## config.mk

```make
export PLATFORM = sky130hd
export DESIGN_NAME = lk_bitsel_ctrl
export DESIGN_NICKNAME = d
export VERILOG_FILES = /design/src/rtl/lk_bitsel_pkg.sv /design/src/rtl/lk_bitsel_cfg.sv /design/src/rtl/lk_bitsel_extract.sv /design/src/rtl/lk_bitsel_ctrl.sv
export SDC_FILE = /design/constraint.sdc
export NUM_CORES = 1
export LEC_CHECK = 0
export ABC_AREA = 0
export ABC_CLOCK_PERIOD_IN_PS = 2690
export BUFFER_PORTS_ARGS = -buffer_cell sky130_fd_sc_hd__clkbuf_2
export CORE_AREA = 2 2 153 125
export CTS_BUF_LIST = sky130_fd_sc_hd__clkbuf_8
export CTS_CLUSTER_SIZE = 24
export DETAILED_ROUTE_END_ITERATION = 8
export DIE_AREA = 0 0 155 127
export MAX_ROUTING_LAYER = met4
export PLACE_DENSITY = 0.65
export SLEW_MARGIN = 25
export SYNTH_ARGS = -nofsm -noshare
export SYNTH_HDL_FRONTEND = slang
export SYNTH_SLANG_ARGS = --single-unit
```

## constraint.sdc

```tcl
create_clock -name clk -period 2.69 [get_ports clk]
set_input_delay 0.807 -clock clk [delete_from_list [all_inputs] [get_ports clk]]
set_output_delay 0.807 -clock clk [all_outputs]
set_load 0.1 [all_outputs]
```

## src/rtl/lk_bitsel_pkg.sv

```systemverilog
`timescale 1ns/1ps
package lk_bitsel_pkg;

    // What the previous cycle did
    typedef enum logic [1:0] {
        ST_IDLE   = 2'd0,
        ST_SEARCH = 2'd1,
        ST_CONFIG = 2'd2
    } lk_state_e;

endpackage

```

## src/rtl/lk_bitsel_cfg.sv

```systemverilog
`timescale 1ns/1ps
// Selector registers (clamped to the hash window) and bucket-to-block table
module lk_bitsel_cfg #(
    parameter int NSEL   = 3,
    parameter int POS_W  = 5,
    parameter int WINDOW = 16,
    parameter int NBLK   = 16,
    parameter int NBKT   = 1 << NSEL,
    parameter int CFG_AW = $clog2(2 * NBKT)
) (
    input  logic                     clk,
    input  logic                     rst_n,
    input  logic                     wr_en,
    input  logic [CFG_AW-1:0]        wr_addr,
    input  logic [NBLK-1:0]          wr_data,
    output logic [NSEL*POS_W-1:0]    sel_flat,
    output logic [NBKT*NBLK-1:0]     tbl_flat
);

    localparam logic [POS_W-1:0] POS_MAX = POS_W'(WINDOW - 1);

    logic [POS_W-1:0] wr_pos;
    assign wr_pos = (wr_data[POS_W-1:0] > POS_MAX) ? POS_MAX : wr_data[POS_W-1:0];

    for (genvar i = 0; i < NSEL; i++) begin : g_sel
        localparam logic [POS_W-1:0] POS_RST = POS_W'(WINDOW - NSEL + i);
        logic [POS_W-1:0] pos_q;
        always_ff @(posedge clk or negedge rst_n) begin
            if (!rst_n) begin
                pos_q <= POS_RST;
            end else if (wr_en && (wr_addr == CFG_AW'(i))) begin
                pos_q <= wr_pos;
            end
        end
        assign sel_flat[i*POS_W +: POS_W] = pos_q;
    end

    for (genvar k = 0; k < NBKT; k++) begin : g_tbl
        localparam logic [NBLK-1:0] MASK_RST = NBLK'(1) << k;
        logic [NBLK-1:0] mask_q;
        always_ff @(posedge clk or negedge rst_n) begin
            if (!rst_n) begin
                mask_q <= MASK_RST;
            end else if (wr_en && (wr_addr == CFG_AW'(NBKT + k))) begin
                mask_q <= wr_data;
            end
        end
        assign tbl_flat[k*NBLK +: NBLK] = mask_q;
    end

endmodule

```

## src/rtl/lk_bitsel_extract.sv

```systemverilog
`timescale 1ns/1ps
// Pulls the selected address bits together into a bucket number
module lk_bitsel_extract #(
    parameter int ADDR_W = 32,
    parameter int NSEL   = 3,
    parameter int POS_W  = 5
) (
    input  logic [ADDR_W-1:0]     addr,
    input  logic [NSEL*POS_W-1:0] sel_flat,
    output logic [NSEL-1:0]       bucket
);

    // Position 0 is the address MSB: reverse so a position indexes directly
    logic [ADDR_W-1:0] addr_rev;
    for (genvar j = 0; j < ADDR_W; j++) begin : g_rev
        assign addr_rev[j] = addr[ADDR_W-1-j];
    end

    for (genvar i = 0; i < NSEL; i++) begin : g_pick
        logic [POS_W-1:0] pos;
        assign pos = sel_flat[i*POS_W +: POS_W];
        assign bucket[NSEL-1-i] = addr_rev[pos];
    end

endmodule

```

## src/rtl/lk_bitsel_ctrl.sv

```systemverilog
`timescale 1ns/1ps
// Top: bucket selection, block-enable generation and write gating
module lk_bitsel_ctrl
    import lk_bitsel_pkg::*;
#(
    parameter int              ADDR_W      = 32,
    parameter int              NSEL        = 3,
    parameter int              POS_W       = 5,
    parameter int              WINDOW      = 16,
    parameter int              NBLK        = 16,
    parameter logic [NBLK-1:0] ALWAYS_MASK = 16'hC000,
    localparam int             NBKT        = 1 << NSEL,
    localparam int             CFG_AW      = $clog2(2 * NBKT)
) (
    input  logic              clk,
    input  logic              rst_n,
    input  logic              lk_valid,
    input  logic [ADDR_W-1:0] lk_addr,
    input  logic              cfg_we,
    input  logic [CFG_AW-1:0] cfg_addr,
    input  logic [NBLK-1:0]   cfg_wdata,
    output logic              srch_valid,
    output logic [NBLK-1:0]   srch_blk_en,
    output logic [NSEL-1:0]   srch_bucket
);

    lk_state_e state_q, state_d;

    logic [NSEL*POS_W-1:0] sel_flat;
    logic [NBKT*NBLK-1:0]  tbl_flat;
    logic [NSEL-1:0]       bkt;
    logic [NBLK-1:0]       bkt_mask;
    logic                  wr_ok;

    // Next state: a lookup wins over a write in the same cycle
    always_comb begin
        unique case (state_q)
            ST_IDLE, ST_SEARCH, ST_CONFIG: begin
                if (lk_valid)    state_d = ST_SEARCH;
                else if (cfg_we) state_d = ST_CONFIG;
                else             state_d = ST_IDLE;
            end
            default: state_d = ST_IDLE;
        endcase
    end

    always_ff @(posedge clk or negedge rst_n) begin
        if (!rst_n) state_q <= ST_IDLE;
        else        state_q <= state_d;
    end

    assign wr_ok = (state_d == ST_CONFIG);

    lk_bitsel_cfg #(
        .NSEL(NSEL), .POS_W(POS_W), .WINDOW(WINDOW), .NBLK(NBLK),
        .NBKT(NBKT), .CFG_AW(CFG_AW)
    ) u_cfg (
        .clk      (clk),
        .rst_n    (rst_n),
        .wr_en    (wr_ok),
        .wr_addr  (cfg_addr),
        .wr_data  (cfg_wdata),
        .sel_flat (sel_flat),
        .tbl_flat (tbl_flat)
    );

    lk_bitsel_extract #(
        .ADDR_W(ADDR_W), .NSEL(NSEL), .POS_W(POS_W)
    ) u_ext (
        .addr     (lk_addr),
        .sel_flat (sel_flat),
        .bucket   (bkt)
    );

    assign bkt_mask = tbl_flat[int'(bkt)*NBLK +: NBLK];

    // Output process: result registered at the edge that accepts the lookup
    always_ff @(posedge clk or negedge rst_n) begin
        if (!rst_n) begin
            srch_blk_en <= '0;
            srch_bucket <= '0;
        end else if (state_d == ST_SEARCH) begin
            srch_blk_en <= bkt_mask | ALWAYS_MASK;
            srch_bucket <= bkt;
        end else begin
            srch_blk_en <= '0;
            srch_bucket <= '0;
        end
    end

    assign srch_valid = (state_q == ST_SEARCH);

endmodule

```

==> results.cfg <==
[power]
ir_drop_mv = 0.374
p_per_area_mw_per_mm2 = 890
power.total_uw = 7920
p_leak_uw = 0.00419

[cts]
clockBufferDepth = 2
cts_htree_levels = 4
clkTransAtPathRegs_ns = 0.09
cts_hold_buf = 0
clk_latency_ns = 0.45
cts_buffers = 17
cts_tree = built
clock-sinks = 147
cts-root-buf = clkbuf_8

[synthesis]
ys_types = 37
synth_compound_area_share_pct = 6.13
synth_xor_area_share_pct = 0
synthTopCellsByArea = dfrtp_1, mux2_2, mux2i_1
synth-simple-area-share_pct = 5.96
synth_adder_area_share_pct = 0
synthTopCellsByCount = dfrtp_1, mux2_2, mux2i_1
yosys.area.top_type = dfrtp_1
yosys_warnings = 0
yosysMostFrequentCell = dfrtp_1
synthMuxAreaShare_pct = 33.3
synth_edf_count = 0
synthesis.nets = 593
synth_top_cell_area_share_pct = 45.1
synth-async-reset-ratio_pct = 100
synth_top_family_by_area = multiplexers
syn_inst = 537
synth_seq_cells = 147
synth.avg_cell_area_um2 = 13.3
syn-cell-area_mm2 = 0.00716
seq_area_frac_synth_pct = 51.7
ys.flop_type = dfrtp_1

[timing]
hold_viol_final = 0
post-route-period-util_pct = 104
tightestPinTransition_ns = 0.573
fin_crit_ns = 2.80
fin_ws_ns = -0.105
finalSetupViolations = 14
holdWs_ns = 0.327
fmax_mhz = 358
rsz0062_at_grt = yes
tns_ns = -1.07
skew_ns = 0.0153
max_slew_margin_pct = 61.8
slew_viol_final = 0

[drt]
finalWirelength_mm = 18.1
remaining_drc_errors = 0
initialDrtViolationCount = 230
wl_per_cell_um = 20.0
dr_total_vias = 4916
viasPerCell = 5.41
dr.pass1.iters = 5
antenna_left = 0

[die]
die_area_mm2 = 0.0197
io_pins = 76
coreArea_mm2 = 0.0180
die_y_um = 127
die_w_um = 155
core.rowCount = 44
start_util_pct = 39.8

[worst_setup_path]
crit_required_ns = 3.01
cp.arrival_ns = 3.11
criticalPathCategory = reg -> reg
reg2regPathDepth = 9
crit_fanout = 8
cp-start-kind = flip-flop
setup.worst_path.end_class = flip-flop

[placed_design]
hpwl_mm = 11.8
place_congestion = 0.927
place_ws_ns = -0.298
port_buffers = 73

[job]
maxCapViolCount = 0

[global_routing]
grt_max_degree = 62
grt_overflow = 0
first_global_vias = 5156
grt_pass1_wl_mm = 28.4
antenna_found_initial = 1
grt_use_total_pct = 19.4

[min_path]
holdCritPathClass = in -> async

[final_layout]
nNetsFinal = 720
drive_gt1_share_pct = 46.4
area_delta_synth_final_pct = 24.4

[outcome]
violations = negative setup slack
status = finished, violations left
logic make-up (layout without fill, tap and decap cells):
kind of cell | after synthesis | after routing
mux | 212 | 212
simple gates | 82 | 82
compound gates | 62 | 62
other cells | 0 | 1
buf+inv | 34 | 174
flops | 147 | 147
cells in the final DEF, fill, tap and decap left out, types with 4 or more instances in the layout:
| master | netlist | layout |
|---|---|---|
| mux2i_1 | 65 | 61 |
| o22ai_1 | 15 | 15 |
| clkinvlp_4 | 0 | 5 |
| a22oi_1 | 8 | 8 |
| inv_1 | 3 | 4 |
| dfrtp_1 | 129 | 129 |
| nand2_1 | 28 | 28 |
| buf_6 | 5 | 6 |
| mux2_4 | 0 | 18 |
| buf_4 | 6 | 44 |
| o21ai_0 | 12 | 12 |
| a221o_1 | 14 | 14 |
| a21oi_1 | 6 | 6 |
| nor2_1 | 15 | 15 |
| clkbuf_8 | 0 | 18 |
| nand3_1 | 6 | 6 |
| nand2b_1 | 9 | 9 |
| mux2_1 | 34 | 31 |
| inv_6 | 0 | 5 |
| mux4_2 | 7 | 7 |
| mux2i_2 | 0 | 4 |
| mux2_2 | 106 | 91 |
| nor2b_1 | 5 | 5 |
| clkbuf_2 | 0 | 72 |
| dfstp_2 | 18 | 18 |
| buf_12 | 1 | 12 |
| and2_1 | 6 | 5 |
metrics by stage:
step / util [%] / cell area (um^2) / cells
after floorplan: - / 7160 / 537
after global placement: 45.1 / 8120 / 858
after detailed placement: 45.1 / 8120 / 858
after CTS: 49.0 / 8820 / 902
after global routing: 49.5 / 8910 / 908
final: 49.5 / 8910 / 908
routing by layer:
| metal | routed length [um] | global-route usage (%) |
|---|---|---|
| met5 | 0 | - |
| met4 | 206 | 5.12 |
| met3 | 947 | 4.88 |
| met2 | 8180 | 28.6 |
| met1 | 8800 | 26.9 |
critical path, cell delays in order (launching register included):
cell,delay (ns)
dfstp_2,0.68
mux4_2,0.56
mux2i_2,0.19
nor3b_2,0.09
nor3_4,0.19
buf_6,0.17
clkbuf_16,0.18
mux2i_1,0.19
o22ai_1,0.08
a221o_1,0.30
report_power, final:
part | internal, uW | switching [uW]
sequential | 2700 | 268
combinational | 1400 | 1740
clock | 952 | 866
total | 5050 | 2870
area by class of cell:
type                            count  area (um^2)
Clock inverter                     14          175
Antenna cell                        1         2.50
Sequential cell                   147         3700
Multi-Input combinational cell    356         3360
Fill cell                        1552         9100
Tap cell                          230          288
Clock buffer                       18          248
Timing Repair Buffer              139         1120
Inverter                            3         11.3
final timing paths:
kind / endpoint / from / slack [ns]
min in group clk: u_cfg.g_tbl[5].mask_q[13] / u_cfg.g_tbl[5].mask_q[13] / 0.49
min reg2reg: u_cfg.g_tbl[5].mask_q[13] / u_cfg.g_tbl[5].mask_q[13] / 0.49
max: srch_blk_en[4] / u_cfg.g_sel[1].pos_q[1] / -0.11
min: u_cfg.g_tbl[0].mask_q[8] / rst_n / 0.33
max reg2reg: srch_blk_en[4] / u_cfg.g_sel[1].pos_q[1] / -0.11
max in group asynchronous: u_cfg.g_tbl[3].mask_q[3] / rst_n / 1.62
state kept, by name, summed over array words and instances (netlist names):
register and cells:
srch_blk_en 15, srch_bucket 3, state_q 2, u_cfg.g_sel.pos_q 15
u_cfg.g_tbl.mask_q 112
repair_timing:
action                                  4_1_cts  5_1_grt
endpoints found under the setup margin       14       14
pin swaps                                    11       15
gates resized for setup                      36        5
setup buffers                                 9        3
gates cloned                                  3        3
(Power assumes the default switching activity.)
